**config.mk**
```make
export PLATFORM = sky130hd
export DESIGN_NAME = scan_sched
export DESIGN_NICKNAME = d
export VERILOG_FILES = /design/src/rtl/scan_sched_pkg.sv /design/src/rtl/scan_delay.sv /design/src/rtl/scan_pick.sv /design/src/rtl/scan_sched.sv
export SDC_FILE = /design/constraint.sdc
export NUM_CORES = 1
export LEC_CHECK = 0
export BUFFER_PORTS_ARGS = -buffer_cell sky130_fd_sc_hd__buf_2
export CAP_MARGIN = 5
export CORE_UTILIZATION = 67
export CTS_CLUSTER_DIAMETER = 30
export DETAILED_ROUTE_END_ITERATION = 7
export HOLD_SLACK_MARGIN = 0.03
export PLACE_DENSITY_LB_ADDON = 0.3
export SLEW_MARGIN = 20
export SYNTH_ARGS = -nofsm -noshare
export SYNTH_HDL_FRONTEND = slang
export SYNTH_SLANG_ARGS = --single-unit
```
**constraint.sdc**
```tcl
create_clock -name clk -period 17.7 [get_ports clk]
set_input_delay 1.77 -clock clk [delete_from_list [all_inputs] [get_ports clk]]
set_output_delay 1.77 -clock clk [all_outputs]
set_load 0.05 [all_outputs]
```
**src/rtl/scan_sched_pkg.sv**
```systemverilog
package scan_sched_pkg;

    localparam int FCODE_W = 3;
    localparam int SMP_W   = 5;

    typedef enum logic [1:0] {
        ST_IDLE = 2'd0,
        ST_REQ  = 2'd1,
        ST_WAIT = 2'd2
    } scan_st_e;

    // Samples per round for a burst code; unused codes mean one sample.
    function automatic logic [SMP_W-1:0] burst_len(input logic [FCODE_W-1:0] code);
        logic [SMP_W-1:0] n;
        case (code)
            3'd1:    n = 5'd2;
            3'd2:    n = 5'd4;
            3'd3:    n = 5'd6;
            3'd4:    n = 5'd10;
            3'd5:    n = 5'd18;
            default: n = 5'd1;
        endcase
        return n;
    endfunction

endpackage

```
**src/rtl/scan_delay.sv**
```systemverilog
// Converts an interval in units to a cycle count; a zero product becomes one cycle.
module scan_delay #(
    parameter int IVAL_W     = 10,
    parameter int UNIT_SHIFT = 8,
    localparam int CNT_W     = 2 * IVAL_W + UNIT_SHIFT
) (
    input  logic [IVAL_W-1:0] units,
    input  logic [IVAL_W-1:0] period,
    output logic [CNT_W-1:0]  cycles
);
    logic [CNT_W-1:0] prod;

    always_comb begin
        prod   = (CNT_W'(units) * CNT_W'(period)) << UNIT_SHIFT;
        cycles = (prod == '0) ? CNT_W'(1) : prod;
    end
endmodule

```
**src/rtl/scan_pick.sv**
```systemverilog
// Finds the lowest enabled sensor and the nearest enabled sensor above the current one.
module scan_pick #(
    parameter int N_SENS = 4,
    localparam int IDX_W = $clog2(N_SENS)
) (
    input  logic [N_SENS-1:0] en,
    input  logic [IDX_W-1:0]  cur,
    output logic              any_en,
    output logic [IDX_W-1:0]  first_idx,
    output logic              has_next,
    output logic [IDX_W-1:0]  next_idx
);
    logic [N_SENS-1:0] above;

    for (genvar g = 0; g < N_SENS; g++) begin : g_above
        assign above[g] = en[g] && (32'(g) > 32'(cur));
    end

    always_comb begin
        any_en    = |en;
        has_next  = |above;
        first_idx = '0;
        next_idx  = '0;
        for (int i = N_SENS - 1; i >= 0; i--) begin
            if (en[i])    first_idx = IDX_W'(i);
            if (above[i]) next_idx  = IDX_W'(i);
        end
    end
endmodule

```
**src/rtl/scan_sched.sv**
```systemverilog
module scan_sched
    import scan_sched_pkg::*;
#(
    parameter int N_SENS     = 4,
    parameter int IVAL_W     = 10,
    parameter int UNIT_SHIFT = 8,
    localparam int IDX_W     = $clog2(N_SENS),
    localparam int CNT_W     = 2 * IVAL_W + UNIT_SHIFT
) (
    input  logic                      clk,
    input  logic                      rst_n,
    input  logic                      clk_en,
    input  logic [N_SENS-1:0]         sensor_en,
    input  logic [N_SENS-1:0]         imm_en,
    input  logic [N_SENS*FCODE_W-1:0] filt_code,
    input  logic [IVAL_W-1:0]         period_unit,
    input  logic [IVAL_W-1:0]         filt_ival,
    input  logic [IVAL_W-1:0]         sens_ival,
    input  logic [IVAL_W-1:0]         grp_ival,
    output logic                      req_valid,
    output logic [IDX_W-1:0]          req_sensor
);
    typedef struct packed {
        scan_st_e         st;
        logic [IDX_W-1:0] cur;
        logic [SMP_W-1:0] smp;
        logic [CNT_W-1:0] cnt;
    } sched_s;

    localparam sched_s SCHED_RST = '{st: ST_IDLE, cur: '0, smp: '0, cnt: '0};

    sched_s s_d, s_q;

    logic              any_en, has_next;
    logic [IDX_W-1:0]  first_idx, next_idx;
    logic [SMP_W-1:0]  need;
    logic [IVAL_W-1:0] sel_units;
    logic [CNT_W-1:0]  dly_cycles, wait_len;
    logic              force_one;
    logic [IDX_W-1:0]  nxt_cur;
    logic [SMP_W-1:0]  nxt_smp;

    scan_pick #(.N_SENS(N_SENS)) u_pick (
        .en        (sensor_en),
        .cur       (s_q.cur),
        .any_en    (any_en),
        .first_idx (first_idx),
        .has_next  (has_next),
        .next_idx  (next_idx)
    );

    scan_delay #(.IVAL_W(IVAL_W), .UNIT_SHIFT(UNIT_SHIFT)) u_delay (
        .units  (sel_units),
        .period (period_unit),
        .cycles (dly_cycles)
    );

    // Decide the target of the next request and the wait before it.
    always_comb begin
        need      = imm_en[s_q.cur] ? SMP_W'(1) : burst_len(filt_code[s_q.cur*FCODE_W +: FCODE_W]);
        force_one = 1'b0;
        if ((s_q.smp + SMP_W'(1)) < need) begin
            sel_units = filt_ival;
            nxt_cur   = s_q.cur;
            nxt_smp   = s_q.smp + SMP_W'(1);
        end else if (has_next) begin
            sel_units = sens_ival;
            force_one = imm_en[s_q.cur];
            nxt_cur   = next_idx;
            nxt_smp   = '0;
        end else begin
            sel_units = grp_ival;
            nxt_cur   = first_idx;
            nxt_smp   = '0;
        end
        wait_len = force_one ? CNT_W'(1) : dly_cycles;
    end

    always_comb begin
        s_d = s_q;
        if (!clk_en) begin
            s_d = SCHED_RST;
        end else begin
            case (s_q.st)
                ST_IDLE: begin
                    if (any_en) begin
                        s_d.st  = ST_REQ;
                        s_d.cur = first_idx;
                        s_d.smp = '0;
                    end
                end
                ST_REQ: begin
                    if (!any_en) begin
                        s_d = SCHED_RST;
                    end else begin
                        s_d.cur = nxt_cur;
                        s_d.smp = nxt_smp;
                        if (wait_len == CNT_W'(1)) begin
                            s_d.st = ST_REQ;
                        end else begin
                            s_d.st  = ST_WAIT;
                            s_d.cnt = wait_len - CNT_W'(1);
                        end
                    end
                end
                ST_WAIT: begin
                    if (!any_en)                   s_d = SCHED_RST;
                    else if (s_q.cnt == CNT_W'(1)) s_d.st = ST_REQ;
                    else                           s_d.cnt = s_q.cnt - CNT_W'(1);
                end
                default: s_d = SCHED_RST;
            endcase
        end
    end

    always_ff @(posedge clk or negedge rst_n) begin
        if (!rst_n) s_q <= SCHED_RST;
        else        s_q <= s_d;
    end

    assign req_valid  = clk_en && (s_q.st == ST_REQ);
    assign req_sensor = s_q.cur;

    // a low enable leaves the sequencer idle on the next cycle
    p_gate_off_r1: assert property (@(posedge clk) disable iff (!rst_n)
        !clk_en |=> (s_q.st == ST_IDLE));

    // leaving idle, the request goes to the lowest enabled sensor
    p_start_low_r2: assert property (@(posedge clk) disable iff (!rst_n)
        (s_q.st == ST_IDLE && clk_en && any_en)
        |=> (!clk_en || (req_valid && req_sensor == $past(first_idx))));

    // a running wait counts down by exactly one per cycle
    p_wait_step_r3: assert property (@(posedge clk) disable iff (!rst_n)
        (s_q.st == ST_WAIT && clk_en && any_en && s_q.cnt > CNT_W'(1))
        |=> (s_q.st == ST_WAIT && s_q.cnt == $past(s_q.cnt) - CNT_W'(1)));

    // a request never exceeds the burst length of its sensor
    p_smp_bound_r4: assert property (@(posedge clk) disable iff (!rst_n)
        (s_q.st == ST_REQ && clk_en) |-> (s_q.smp < need));

    // an empty map produces no request on the next cycle
    p_empty_r9: assert property (@(posedge clk) disable iff (!rst_n)
        (sensor_en == '0) |=> !req_valid);

endmodule

```
## Word-level counts from Yosys, hierarchy flattened

Index checks and enable logic that the tools add are counted.

- Flip-flop bits (word level): 37
- Input bits: 63
- Output and inout bits: 3
- Word-level logic and storage cells: 75

- Add/subtract/negate cells: 3
- Multipliers: 2
- Magnitude comparators: 5
- Equality and inequality tests: 16
- Shifts and indexed selects: 1
- Multiplexer cells: 32
- Reductions and logical operators: 12

Operators by type and width:

| cell | count |
|---|---|
| two-way mux 28 bit | 5 |
| case mux 28 bit (3 select lines) | 1 |
| two-way mux 37 bit | 2 |
| == test 28 x 1 -> 1 bit (second input constant) | 2 |
| subtractor 28 x 1 -> 28 bit (second input constant) | 2 |
| logical NOT 28 bit | 1 |
| case mux 9 bit (3 select lines) | 1 |
| case mux 5 bit (5 select lines) | 1 |
| two-way mux 2 bit | 12 |
| multiplier 10 x 10 -> 20 bit | 1 |
| two-way mux 10 bit | 2 |
| != test 4 bit (second input constant) | 4 |
| variable part select 12 x 5 -> 3 bit | 1 |
| two-way mux 5 bit | 2 |
| two-way mux 9 bit | 1 |
| two-way mux 7 bit | 1 |
| == test 3 x 2 -> 1 bit (second input constant) | 2 |
| == test 3 bit (second input constant) | 2 |
| != test 3 bit (second input constant) | 2 |
| AND reduction 3 bit | 2 |
| adder 5 x 1 -> 5 bit (second input constant) | 1 |
| less-than comparator 5 bit | 1 |
| greater-than comparator 2 bit (first input constant) | 2 |
| logical AND 1 bit | 4 |
| 13 further kinds | 16 |

## Depth between registers and ports, before layout

Gate-level depths: netlist (run 1).

- Depth in word-level cells: 16
- Mapped depth: 39

## Cells and area by module

From an unflattened synthesis (run 1), not the netlist that was laid out.

- Cells, all modules: 870
- Area, all modules: 7329.5 sq um

Modules (own cells, without submodules):

| module | times used | cells each | area each (sq um) |
|---|---|---|---|
| scan_sched | 1 | 467 | 3809.9 |
| scan_delay | 1 | 388 | 3435.8 |
| scan_pick | 1 | 15 | 83.8 |

## Least setup slack after synthesis (run 1)

OpenSTA, ideal clock, no wires.

- Path type: input-to-reg
- Start point: in imm_en[3]
- End point: reg s_q[18] (netlist bit)
- Arrival: 9.893 ns
- Setup slack: 7.662 ns
- Cell stages on the path: 31
- Cell sequence: mux4_2 or3b_2 ha_1 a21o_1 a21o_1 a221oi_2 buf_4 clkbuf_1 nand2_1 o21ai_1 nand2_1 fa_1 fa_1 fa_1 fa_1 inv_1 fa_1 ha_1 clkbuf_1 a21oi_1 o21ai_1 nand3_1 and3_1 a311o_1 nor3b_2 and4b_1 buf_2 o21a_1 buf_2 o311ai_0 o211ai_1

- Word-level cells in the longest chain between the ends: 14
- Elaborated cells on any way between the ends: 19
- Classes of those cells: add/sub (1); mul (1); order compare (1); eq/ne (2); mux (12); reduce/logical (2)

RTL lines:

| item | line | text |
|---|---|---|
| from (decl) | scan_sched.sv:14 | `input logic [N_SENS-1:0] imm_en,` |
| binary-select mux 1 bit (select 2 bit) (*) | scan_sched.sv:60, scan_sched.sv:68 |  |
| two-way mux 1 bit (implied by the code) (*) | scan_sched.sv:60, scan_sched.sv:68 |  |
| two-way mux 5 bit | scan_sched.sv:60 | `need = imm_en[s_q.cur] ? SMP_W'(1) : burst_len(filt_code[s_q.cur*FCODE_W +: FCODE_W]);` |
| less-than comparator 5 bit | scan_sched.sv:62 | `if ((s_q.smp + SMP_W'(1)) < need) begin` |
| two-way mux 10 bit | scan_sched.sv:62 |  |
| multiplier 10 x 10 -> 20 bit | scan_delay.sv:14 | `prod = (CNT_W'(units) * CNT_W'(period)) << UNIT_SHIFT;` |
| logical NOT 28 bit | scan_delay.sv:15 | `cycles = (prod == '0) ? CNT_W'(1) : prod;` |
| two-way mux 28 bit | scan_delay.sv:15 |  |
| two-way mux 28 bit (*) | scan_sched.sv:76 | `wait_len = force_one ? CNT_W'(1) : dly_cycles;` |
| subtractor 28 x 1 -> 28 bit | scan_sched.sv:102 | `s_d.cnt = wait_len - CNT_W'(1);` |
| two-way mux 28 bit | scan_sched.sv:98 | `if (wait_len == CNT_W'(1)) begin` |
| two-way mux 37 bit | scan_sched.sv:93 | `if (!any_en) begin` |
| case mux 28 bit (3 select lines) | scan_sched.sv:84 | `case (s_q.st)` |
| two-way mux 37 bit | scan_sched.sv:81 | `if (!clk_en) begin` |
| to (signal assigned) | scan_sched.sv:117 | `if (!rst_n) s_q <= SCHED_RST;` |
| to (signal assigned) | scan_sched.sv:118 | `else s_q <= s_d;` |
| to (decl) | scan_sched.sv:32 | `sched_s s_d, s_q;` |

Every way passes the cells marked *; elsewhere a longest branch is shown, timed or not. The select of a mux whose other input is x is not followed.
A chain may end at the register's enable or synchronous reset.

## Final worst setup path (run 1)

- Start point: in imm_en[3]
- End point: reg s_q[9] (netlist bit)

The elaborated chain is that of the path after synthesis.

==> results_tabular.tex, run 1 <==
\begin{tabular}{lr}
\hline
Metric & Value \\
\hline
\multicolumn{2}{l}{\textbf{Run status}} \\
\quad Run status & completed \\
\multicolumn{2}{l}{\textbf{Placed design}} \\
\quad IO buf count & 65 \\
\quad Detailed Place HPWL & 14300 µm \\
\quad Global placement routability congestion & 0.963 \\
\multicolumn{2}{l}{\textbf{STA}} \\
\quad Slew of the pin with the lowest slew margin & 1.07 ns \\
\quad Hold WS & 0.536 ns \\
\quad Clock skew & 0.00905 ns \\
\quad Minimum clock period after layout & 11.06 ns \\
\quad RSZ-0062 raised after global routing & no \\
\quad Final setup violation count & 0 \\
\quad Summed negative setup slack over all endpoints & 0 ns \\
\quad Highest achievable clock rate & 0.0904 GHz \\
\quad Count of final max-slew check failures & 0 \\
\quad Slew Limit Headroom & 28.0\% \\
\quad Endpoints failing hold & 0 \\
\quad Period utilisation layout & 62.5\% \\
\multicolumn{2}{l}{\textbf{Clock network}} \\
\quad CTS root buffer & clkbuf\_8 \\
\quad Number of setup buffers added after CTS & 0 \\
\quad Clock tree from TritonCTS & built \\
\quad Cells resized by post-CTS repair & 0 \\
\quad Number of buffers inserted during clock tree synthesis & 5 \\
\quad CTS Hold Buffers Added & 0 \\
\quad Clock transition at the registers of the reported paths & 0.08 ns \\
\quad Buffer levels on the longest clock path & 2 \\
\quad CTS Sinks & 37 \\
\quad H-tree levels & 2 \\
\quad Clock insertion delay at the later pin of the skew report & 0.30 ns \\
\multicolumn{2}{l}{\textbf{Detailed routing}} \\
\quad Wirelength, routed & 18400 µm \\
\quad Vias per cell & 6.62 \\
\quad Drt initial violations & 568 \\
\quad Average wire per standard cell & 18.3 µm \\
\quad Remaining number of nets flagged by the antenna check after routing & 0 \\
\quad Via count of the routed design & 6629 \\
\quad Length of the first detailed-routing pass in iterations & 5 \\
\quad Total DRC errors in the routed layout & 0 \\
\multicolumn{2}{l}{\textbf{Finish}} \\
\quad Ant. Diodes & 0 \\
\quad Area delta synth->final & 6.30\% \\
\quad Number of nets in the final layout & 1061 \\
\quad Register Area & 926 µm² \\
\quad Filler cells & 783 \\
\quad Share of final-layout standard cells stronger than drive strength 1 & 10.6\% \\
\quad Final core utilization & 73.3\% \\
\quad Footprint of the multi-input gates & 5390 µm² \\
\multicolumn{2}{l}{\textbf{Setup path}} \\
\quad CP bufs+invs & 3 \\
\quad Required time worst endpoint & 17.92 ns \\
\quad Launching element type of the critical path & primary input \\
\quad Setup slack of the worst register-to-register path & 7.54 ns \\
\quad Largest delay contributor family on the critical path & adder cells \\
\quad Source of the critical timing path & imm\_en[3] \\
\quad Type of the setup path with the least slack & in -> reg \\
\quad Startpoint of the worst-slack reg-to-reg timing path & req\_sensor[0] \\
\quad Worst r2r dst & s\_q[9] \\
\quad Max stage delay on crit path & 0.65 ns \\
\quad Critical-path top delay cell & o21a\_1 \\
\quad Crit end category & register \\
\quad Worst r2r path cells & 26 \\
\quad CP dominant cell by count & fa\_1 \\
\quad Arrival time at the worst endpoint & 11.28 ns \\
\quad Biggest fanout along the worst timing path & 20 \\
\multicolumn{2}{l}{\textbf{Yosys}} \\
\quad Register area share after synthesis & 13.7\% \\
\quad Fraction of registers with async set or reset after synthesis & 100\% \\
\quad Synthesized area & 6740 µm² \\
\quad Count of cell types in the netlist & 67 \\
\quad Syn Nets & 1026 \\
\quad Synthesized area per cell & 8.08 µm² \\
\quad Synth Instances & 834 \\
\quad Yosys warnings & 0 \\
\quad Most instantiated flip-flop cell in the synthesis netlist & dfrtp\_1 \\
\quad Flops \& latches, synth & 37 \\
\quad Count of flip-flops with a built-in enable after synthesis & 0 \\
\multicolumn{2}{l}{\textbf{Die}} \\
\quad Die Span X & 102 µm \\
\quad Number of ports placed on the die boundary & 66 \\
\quad Count of standard-cell rows & 36 \\
\quad Area of the core & 9770 µm² \\
\quad Die footprint & 10500 µm² \\
\quad Starting density of the core & 68.9\% \\
\quad Die height & 102 µm \\
\multicolumn{2}{l}{\textbf{Global route}} \\
\quad Number of global-route vias before repair & 6630 \\
\quad GRT Residual Overflow & 0 \\
\quad Largest net degree at the start of global routing & 38 \\
\quad Global-route wire length before repair & 30500 µm \\
\quad Number of antenna violations at the first check in global routing & 0 \\
\quad Global router's overall resource usage & 37.4\% \\
\multicolumn{2}{l}{\textbf{Run}} \\
\quad Max-capacitance violation count & 0 \\
\multicolumn{2}{l}{\textbf{Min path}} \\
\quad Startpoint of the worst hold path & s\_q[32] \\
\quad Cell count of the worst hold path & 1 \\
\quad Hold-critical path endpoint & s\_q[32] \\
\quad HP Class & reg -> reg \\
\hline
\end{tabular}
[area by class of cell]
class / count / area share [%]
Inverter: 69 / 3.62
Timing Repair Buffer: 66 / 4.65
Tap cell: 133 / 2.32
Multi-Input combinational cell: 690 / 75.2
Sequential cell: 37 / 12.9
Clock inverter: 1 / 0.105
Clock buffer: 6 / 1.15
[layer usage]
| metal | global-route usage [%] | share of wire (%) | vias up |
|---|---|---|---|
| met5 | 0 | 0 | - |
| met2 | 66.9 | 50 | 385 |
| met3 | 4.58 | 7.7 | 83 |
| met1 | 44.1 | 38 | 3159 |
| met4 | 18.9 | 4.8 | 0 |
| li1 | - | - | 3002 |
[synthesized netlist by cell type (9+ instances only)]
| cell type | n | area share [%] |
|---|---|---|
| nand2_1 | 140 | 7.8 |
| inv_1 | 68 | 3.8 |
| ha_1 | 67 | 12 |
| fa_1 | 62 | 18 |
| nor2_1 | 44 | 2.5 |
| a21oi_1 | 40 | 3.0 |
| and2_1 | 38 | 3.5 |
| dfrtp_1 | 37 | 14 |
| o21ai_0 | 34 | 2.5 |
| nor3_1 | 19 | 1.4 |
| clkbuf_1 | 18 | 1.0 |
| nand3_1 | 15 | 1.1 |
| a21o_1 | 14 | 1.6 |
| xnor2_1 | 14 | 1.8 |
| xor2_1 | 14 | 1.8 |
| and3_1 | 12 | 1.1 |
| nor4_1 | 12 | 1.1 |
| o211ai_1 | 12 | 1.3 |
| o21ai_1 | 12 | 0.89 |
| buf_1 | 10 | 0.56 |
| mux2i_1 | 9 | 1.3 |
| nand2b_1 | 9 | 0.84 |
| o22ai_1 | 9 | 0.84 |
| o311ai_1 | 9 | 1.2 |
[stage by stage]
stage	instance area (µm²)	setup slack [ns]	instances
2_1_floorplan	6740	7.66	834
3_3_place_gp	7060	6.55	994
3_5_place_dp	7060	6.26	994
4_1_cts	7150	6.54	1001
5_1_grt	7160	6.15	1002
6_report	7160	6.64	1002
[sequential cells by signal, indices dropped and copies added (netlist names)]
register,flops
req_sensor,2
s_q,35
[how the worst max path moves through the flow]
stage | slack [ns] | to | cells past startpoint
after global routing | 6.15 | s_q[1] | 27
final | 6.64 | s_q[9] | 27
after detailed placement | 6.26 | s_q[9] | 26
after CTS | 6.54 | s_q[9] | 26
after floorplan | 7.66 | s_q[18] | 31
after global placement | 6.55 | s_q[27] | 27
[worst register-to-register path: cells and delay by family, from the launching register on]
| kind | cells | cell delay, ns |
|---|---|---|
| adders and majority gates | 7 | 3.30 |
| AOI/OAI and AO/OA | 9 | 2.99 |
| and+or+nand+nor | 6 | 1.92 |
| muxes | 1 | 0.63 |
| DFF | 1 | 0.57 |
| buffers and inverters | 2 | 0.36 |
| xor gates and xnor gates | 1 | 0.32 |
[cells by family after synthesis]
| logic type | synth area share (%) |
|---|---|
| xor+xnor | 3.64 |
| buf+inv | 6.30 |
| mux | 3.34 |
| fa+ha+maj | 30.9 |
| flops | 13.7 |
| simple gates | 22.7 |
| compound gates | 19.4 |
[layout by cell type, fill, tap and decap left out, types with 15 or more instances in the layout]
cell type,instances
nor3_1,19
fa_1,62
nand3_1,15
a21oi_1,40
inv_1,68
o21ai_0,34
and2_1,38
dfrtp_1,37
ha_1,67
nand2_1,140
nor2_1,44
buf_2,65
Power of run 1 is not shown: default switching activity piles up to over one toggle a cycle in this logic, so the estimate is an artifact.
==> run 2: changes to the inputs <==
Settings changed: CORE_UTILIZATION 67 to 56.
Clock period 17.7 ns to 9.2 ns, I/O delays scaled along.
==> results_tabular.tex, run 2 (synthesized netlist as in run 1, its figures left out) <==
\begin{tabular}{lr}
\hline
Metric & Value \\
\hline
\multicolumn{2}{l}{\textbf{Run status}} \\
\quad Run status & complete, but fails checks (was completed) \\
\quad Violated checks & design-rule violations \\
\multicolumn{2}{l}{\textbf{STA}} \\
\quad Period utilisation layout & 95.9\% \\
\quad Summed negative setup slack over all endpoints & 0 ns (unchanged) \\
\quad Count of final max-slew check failures & 0 (unchanged) \\
\quad Slew Limit Headroom & 36.7\% (was 28.0\%) \\
\quad Endpoints failing hold & 0 (unchanged) \\
\quad Minimum clock period after layout & 8.82 ns \\
\quad Final setup violation count & 0 (unchanged) \\
\quad Highest achievable clock rate & 0.113 GHz \\
\quad Clock skew & 0.00436 ns (was 0.00905 ns) \\
\quad Slew of the pin with the lowest slew margin & 0.949 ns (was 1.07 ns) \\
\multicolumn{2}{l}{\textbf{Setup path}} \\
\quad Setup slack of the worst register-to-register path & 0.49 ns (was 7.54 ns) \\
\quad Arrival time at the worst endpoint & 8.96 ns (was 11.28 ns) \\
\quad Critical-path top delay cell & fa\_1 (was o21a\_1) \\
\quad Max stage delay on crit path & 0.55 ns (was 0.65 ns) \\
\quad Worst r2r path cells & 28 (was 26) \\
\quad Worst r2r dst & s\_q[26] (was s\_q[9]) \\
\quad Launching element type of the critical path & primary input (unchanged) \\
\quad Type of the setup path with the least slack & in -> reg (unchanged) \\
\quad CP dominant cell by count & fa\_1 (unchanged) \\
\quad Required time worst endpoint & 9.34 ns (was 17.92 ns) \\
\quad Biggest fanout along the worst timing path & 20 (unchanged) \\
\quad Crit end category & register (unchanged) \\
\quad Startpoint of the worst-slack reg-to-reg timing path & req\_sensor[0] (unchanged) \\
\multicolumn{2}{l}{\textbf{Detailed routing}} \\
\quad Vias per cell & 6.11 (was 6.62) \\
\quad Length of the first detailed-routing pass in iterations & 7 (was 5) \\
\quad Remaining number of nets flagged by the antenna check after routing & 0 (unchanged) \\
\quad Total DRC errors in the routed layout & 15 (was 0) \\
\quad Via count of the routed design & 6445 (was 6629) \\
\quad Wirelength, routed & 16800 µm (was 18400 µm) \\
\quad Average wire per standard cell & 15.9 µm (was 18.3 µm) \\
\quad Drt initial violations & 497 (was 568) \\
\multicolumn{2}{l}{\textbf{Run}} \\
\quad Max-capacitance violation count & 0 (unchanged) \\
\multicolumn{2}{l}{\textbf{Die}} \\
\quad Die Span X & 112 µm (was 102 µm) \\
\quad Count of standard-cell rows & 39 (was 36) \\
\quad Die footprint & 12500 µm² (was 10500 µm²) \\
\quad Die height & 112 µm (was 102 µm) \\
\quad Number of ports placed on the die boundary & 66 (unchanged) \\
\quad Starting density of the core & 58.3\% (was 68.9\%) \\
\quad Area of the core & 11600 µm² (was 9770 µm²) \\
\multicolumn{2}{l}{\textbf{Finish}} \\
\quad Share of final-layout standard cells stronger than drive strength 1 & 15.9\% (was 10.6\%) \\
\quad Number of nets in the final layout & 1103 (was 1061) \\
\quad Most used cells in the layout excluding fill and tap cells & 140 x nand2\_1, 68 x inv\_1, 66 x ha\_1 (was 140 x nand2\_1, 68 x inv\_1, 67 x ha\_1) \\
\quad Ant. Diodes & 0 (unchanged) \\
\quad Commonest non-fill, non-tap cell in the layout & nand2\_1 (unchanged) \\
\quad Area delta synth->final & 13.4\% (was 6.30\%) \\
\quad Largest Register & s\_q (unchanged) \\
\quad Largest register FFs & 35 (unchanged) \\
\multicolumn{2}{l}{\textbf{Clock network}} \\
\quad Clock insertion delay at the later pin of the skew report & 0.28 ns (was 0.30 ns) \\
\quad Number of setup buffers added after CTS & 0 (unchanged) \\
\quad Number of buffers inserted during clock tree synthesis & 5 (unchanged) \\
\quad Buffer levels on the longest clock path & 2 (unchanged) \\
\quad H-tree levels & 2 (unchanged) \\
\quad Clock tree from TritonCTS & built (unchanged) \\
\quad Clock transition at the registers of the reported paths & 0.05 ns (was 0.08 ns) \\
\quad CTS Sinks & 37 (unchanged) \\
\quad CTS root buffer & clkbuf\_16 (was clkbuf\_8) \\
\multicolumn{2}{l}{\textbf{Min path}} \\
\quad Startpoint of the worst hold path & s\_q[29] (was s\_q[32]) \\
\quad HP Class & reg -> reg (unchanged) \\
\quad Hold-critical path endpoint & s\_q[29] (was s\_q[32]) \\
\quad Cell count of the worst hold path & 1 (unchanged) \\
\multicolumn{2}{l}{\textbf{Placed design}} \\
\quad Detailed Place HPWL & 13500 µm (was 14300 µm) \\
\quad Global placement routability congestion & 0.921 (was 0.963) \\
\quad IO buf count & 65 (unchanged) \\
\multicolumn{2}{l}{\textbf{Global route}} \\
\quad Largest net degree at the start of global routing & 38 (unchanged) \\
\quad Number of antenna violations at the first check in global routing & 0 (unchanged) \\
\quad Global router's overall resource usage & 28.7\% (was 37.4\%) \\
\quad Number of global-route vias before repair & 6273 (was 6630) \\
\quad Global-route wire length before repair & 29600 µm (was 30500 µm) \\
\quad GRT Residual Overflow & 0 (unchanged) \\
\hline
\end{tabular}
-- run 2: cell count changes in the layout (fill, tap and decap cells not counted), moves of 3 or more --
cell	delta
buf_4	+38
clkbuf_16	+5
clkbuf_8	-5
buf_12	+3
o21ai_1	-3
o21ai_2	+3
-- run 2: how the worst max path moves through the flow --
stage	startpoint	to	slack, ns	cells past startpoint
2_1_floorplan	imm_en[3]	s_q[26]	0.01	31
3_3_place_gp	filt_code[11]	s_q[21]	-0.1	27
3_5_place_dp	filt_code[8]	s_q[3]	-0.27	27
4_1_cts	filt_code[8]	s_q[17]	0.01	27
5_1_grt	filt_code[11]	s_q[25]	-0.003	32
6_report	filt_code[11]	s_q[26]	0.38	29
-- run 2: critical path: cells and delay by family --
family / cells / cell delay (ns)
adder cells (fa/ha/maj): 7 / 3.26
AO/OA/AOI/OAI: 8 / 1.93
multiplexers: 2 / 0.81
AND/OR/NAND/NOR: 7 / 1.46
buffers and inverters: 5 / 0.56
-- run 2: final cells by class --
type,instances,area (µm²)
Clock buffer,7,143
Fill cell,985,3920
Inverter,69,259
Multi-Input combinational cell,690,5450
Sequential cell,37,926
Tap cell,143,179
Timing Repair Buffer,108,689
-- run 2: per-stage QoR --
step | hold WS, ns | setup WS [ns] | util [%] | cell area [µm²] | cells
floorplan | 0.486 | 0.0125 | - | 6740 | 834
global placement | 0.500 | -0.0967 | 64.3 | 7440 | 1047
detailed placement | 0.509 | -0.266 | 64.3 | 7440 | 1047
CTS | 0.520 | 0.0108 | 65.5 | 7580 | 1054
global route | 0.541 | -0.00327 | 66.1 | 7640 | 1054
finish | 0.517 | 0.379 | 66.1 | 7640 | 1054
-- run 2: timing repair --
action,CTS,global route
hold buffers,0,0
endpoints found under the setup margin,0,30
gates resized for setup,0,15
-- run 2: routing by layer --
metal	vias up	GRT usage (%)	part of all wire, %
met5	-	0	0
met4	0	5.77	1.5
met3	21	4.25	7.3
met2	267	46.4	46
met1	3066	41.1	45
li1	3091	-	-
Power of run 2 is left out for the same reason.
==> run 3: changes to the inputs <==
Settings changed: REMOVE_ABC_BUFFERS set to 1.
==> results_tabular.tex, run 3 (synthesized netlist as in run 1, its figures left out) <==
\begin{tabular}{lr}
\hline
Metric & Value \\
\hline
\multicolumn{2}{l}{\textbf{Run status}} \\
\quad Run status & complete, but fails checks (unchanged) \\
\quad Violated checks & design-rule violations (unchanged) \\
\multicolumn{2}{l}{\textbf{Placed design}} \\
\quad Place WS & -0.201 ns (was -0.266 ns) \\
\quad Detailed Place HPWL & 13500 µm (about the same) \\
\quad Placed standard-cell area & 7440 µm² (about the same) \\
\quad Global placement routability congestion & 0.925 (was 0.921) \\
\quad IO buf count & 65 (unchanged) \\
\multicolumn{2}{l}{\textbf{Clock network}} \\
\quad Clock insertion delay at the later pin of the skew report & 0.28 ns (about the same) \\
\quad Buffer levels on the longest clock path & 2 (unchanged) \\
\quad H-tree levels & 2 (unchanged) \\
\quad CTS Sinks & 37 (unchanged) \\
\quad Number of buffers inserted during clock tree synthesis & 5 (unchanged) \\
\quad CTS Hold Buffers Added & 0 (unchanged) \\
\quad Clock transition at the registers of the reported paths & 0.06 ns (was 0.05 ns) \\
\quad CTS root buffer & clkbuf\_16 (unchanged) \\
\quad Clock tree from TritonCTS & built (unchanged) \\
\multicolumn{2}{l}{\textbf{Detailed routing}} \\
\quad Total met2 wirelength after detailed routing & 7940 µm (was 7730 µm) \\
\quad Top routing layer in use & met4 (unchanged) \\
\quad Wirelength, routed & 17100 µm (was 16800 µm) \\
\quad Remaining number of nets flagged by the antenna check after routing & 0 (unchanged) \\
\quad Routed length on met3 & 1290 µm (was 1230 µm) \\
\quad Length of the first detailed-routing pass in iterations & 7 (unchanged) \\
\quad Total DRC errors in the routed layout & 14 (was 15) \\
\quad Routed met1 length & 7650 µm (was 7590 µm) \\
\quad Vias per cell & 6.15 (was 6.11) \\
\quad Average wire per standard cell & 16.2 µm (was 15.9 µm) \\
\quad Via count of the routed design & 6504 (was 6445) \\
\quad Drt initial violations & 553 (was 497) \\
\multicolumn{2}{l}{\textbf{Finish}} \\
\quad Area delta synth->final & 13.5\% (was 13.4\%) \\
\quad Commonest non-fill, non-tap cell in the layout & nand2\_1 (unchanged) \\
\quad Filler cells & 996 (was 985) \\
\quad Share of final-layout standard cells stronger than drive strength 1 & 15.7\% (was 15.9\%) \\
\quad Ant. Diodes & 0 (unchanged) \\
\quad Footprint of the multi-input gates & 5420 µm² (was 5450 µm²) \\
\quad Largest Register & s\_q (unchanged) \\
\quad Register Area & 926 µm² (unchanged) \\
\quad Post-route standard cell area excluding fillers & 7650 µm² (was 7640 µm²) \\
\quad Number of nets in the final layout & 1106 (was 1103) \\
\quad Most used cells in the layout excluding fill and tap cells & 140 x nand2\_1, 68 x inv\_1, 66 x ha\_1 (unchanged) \\
\quad Largest register FFs & 35 (unchanged) \\
\multicolumn{2}{l}{\textbf{Setup path}} \\
\quad Launching element type of the critical path & primary input (unchanged) \\
\quad Required time worst endpoint & 9.34 ns (about the same) \\
\quad Type of the setup path with the least slack & in -> reg (unchanged) \\
\quad Arrival time at the worst endpoint & 9.13 ns (was 8.96 ns) \\
\quad Biggest fanout along the worst timing path & 20 (unchanged) \\
\quad CP dominant cell by count & fa\_1 (unchanged) \\
\quad Critical-path top delay cell & fa\_1 (unchanged) \\
\quad Crit end category & register (unchanged) \\
\quad Max stage delay on crit path & 0.55 ns (about the same) \\
\multicolumn{2}{l}{\textbf{Run}} \\
\quad Max-capacitance violation count & 0 (unchanged) \\
\multicolumn{2}{l}{\textbf{STA}} \\
\quad RSZ-0062 raised after global routing & yes \\
\quad Slew Limit Headroom & 32.2\% (was 36.7\%) \\
\quad Count of final max-slew check failures & 0 (unchanged) \\
\quad Minimum clock period after layout & 8.99 ns (was 8.82 ns) \\
\quad Final setup violation count & 0 (unchanged) \\
\quad Endpoints failing hold & 0 (unchanged) \\
\quad Clock skew & 0.00450 ns (was 0.00436 ns) \\
\quad Period utilisation layout & 97.7\% (was 95.9\%) \\
\quad Slew of the pin with the lowest slew margin & 1.02 ns (was 0.949 ns) \\
\quad Final setup margin & 0.210 ns (was 0.379 ns) \\
\quad Hold WS & 0.520 ns (was 0.517 ns) \\
\quad Highest achievable clock rate & 0.111 GHz (was 0.113 GHz) \\
\multicolumn{2}{l}{\textbf{Die}} \\
\quad Die Span X & 112 µm (unchanged) \\
\quad Die height & 112 µm (unchanged) \\
\quad Die footprint & 12500 µm² (unchanged) \\
\quad Area of the core & 11600 µm² (unchanged) \\
\quad Starting density of the core & 58.3\% (unchanged) \\
\quad Count of standard-cell rows & 39 (unchanged) \\
\quad Number of ports placed on the die boundary & 66 (unchanged) \\
\multicolumn{2}{l}{\textbf{Global route}} \\
\quad Global-route wire length before repair & 29600 µm (about the same) \\
\quad Number of antenna violations at the first check in global routing & 0 (unchanged) \\
\quad Number of global-route vias before repair & 6499 (was 6273) \\
\quad GRT Residual Overflow & 0 (unchanged) \\
\quad Global router's overall resource usage & 28.7\% (about the same) \\
\quad Largest net degree at the start of global routing & 38 (unchanged) \\
\multicolumn{2}{l}{\textbf{Min path}} \\
\quad HP Class & reg -> reg (unchanged) \\
\hline
\end{tabular}
run 3: worst max-delay path, delay by kind of cell:
family,cells,cell delay [ns]
buf+inv,6,0.69
fa+ha+maj,7,3.28
mux,2,0.77
simple gates,7,1.50
compound gates,8,1.93
run 3: metrics by stage:
step                      utilization, %  setup TNS (ns)  std cells
final                               66.1               0       1058
after global routing                66.1          -0.175       1058
after CTS                           65.8               0       1057
after detailed placement            64.3           -2.47       1049
after global placement              64.3         -0.0286       1049
after floorplan                        -         -0.0101        796
run 3: timing repair:
action / in CTS / in global routing
buffers inserted: 0 / 1
gates resized for setup: 0 / 11
endpoints found under the hold margin: 0 / 0
endpoints found under the setup margin: 0 / 29
run 3: final cells by class:
type	count	area share, %
Clock buffer	7	1.86
Clock inverter	1	0.393
Inverter	69	3.39
Multi-Input combinational cell	690	70.8
Sequential cell	37	12.1
Tap cell	143	2.34
Timing Repair Buffer	111	9.10
run 3: final timing paths:
kind,startpoint,endpoint,slack (ns),cells past startpoint
setup / recovery,filt_code[11],s_q[18],0.21,30
hold / removal,s_q[32],s_q[32],0.52,1
setup reg to reg,req_sensor[0],s_q[18],0.29,29
hold reg to reg,s_q[32],s_q[32],0.52,1
max in group asynchronous,rst_n,s_q[27],7.93,1
min in group asynchronous,rst_n,req_sensor[1],0.74,1
run 3: layer usage:
metal	up-vias	global-route usage, %
met5	-	0
met4	0	5.68
met3	32	4.57
met2	267	48.0
met1	3117	39.5
li1	3088	-
Power of run 3 is left out for the same reason.
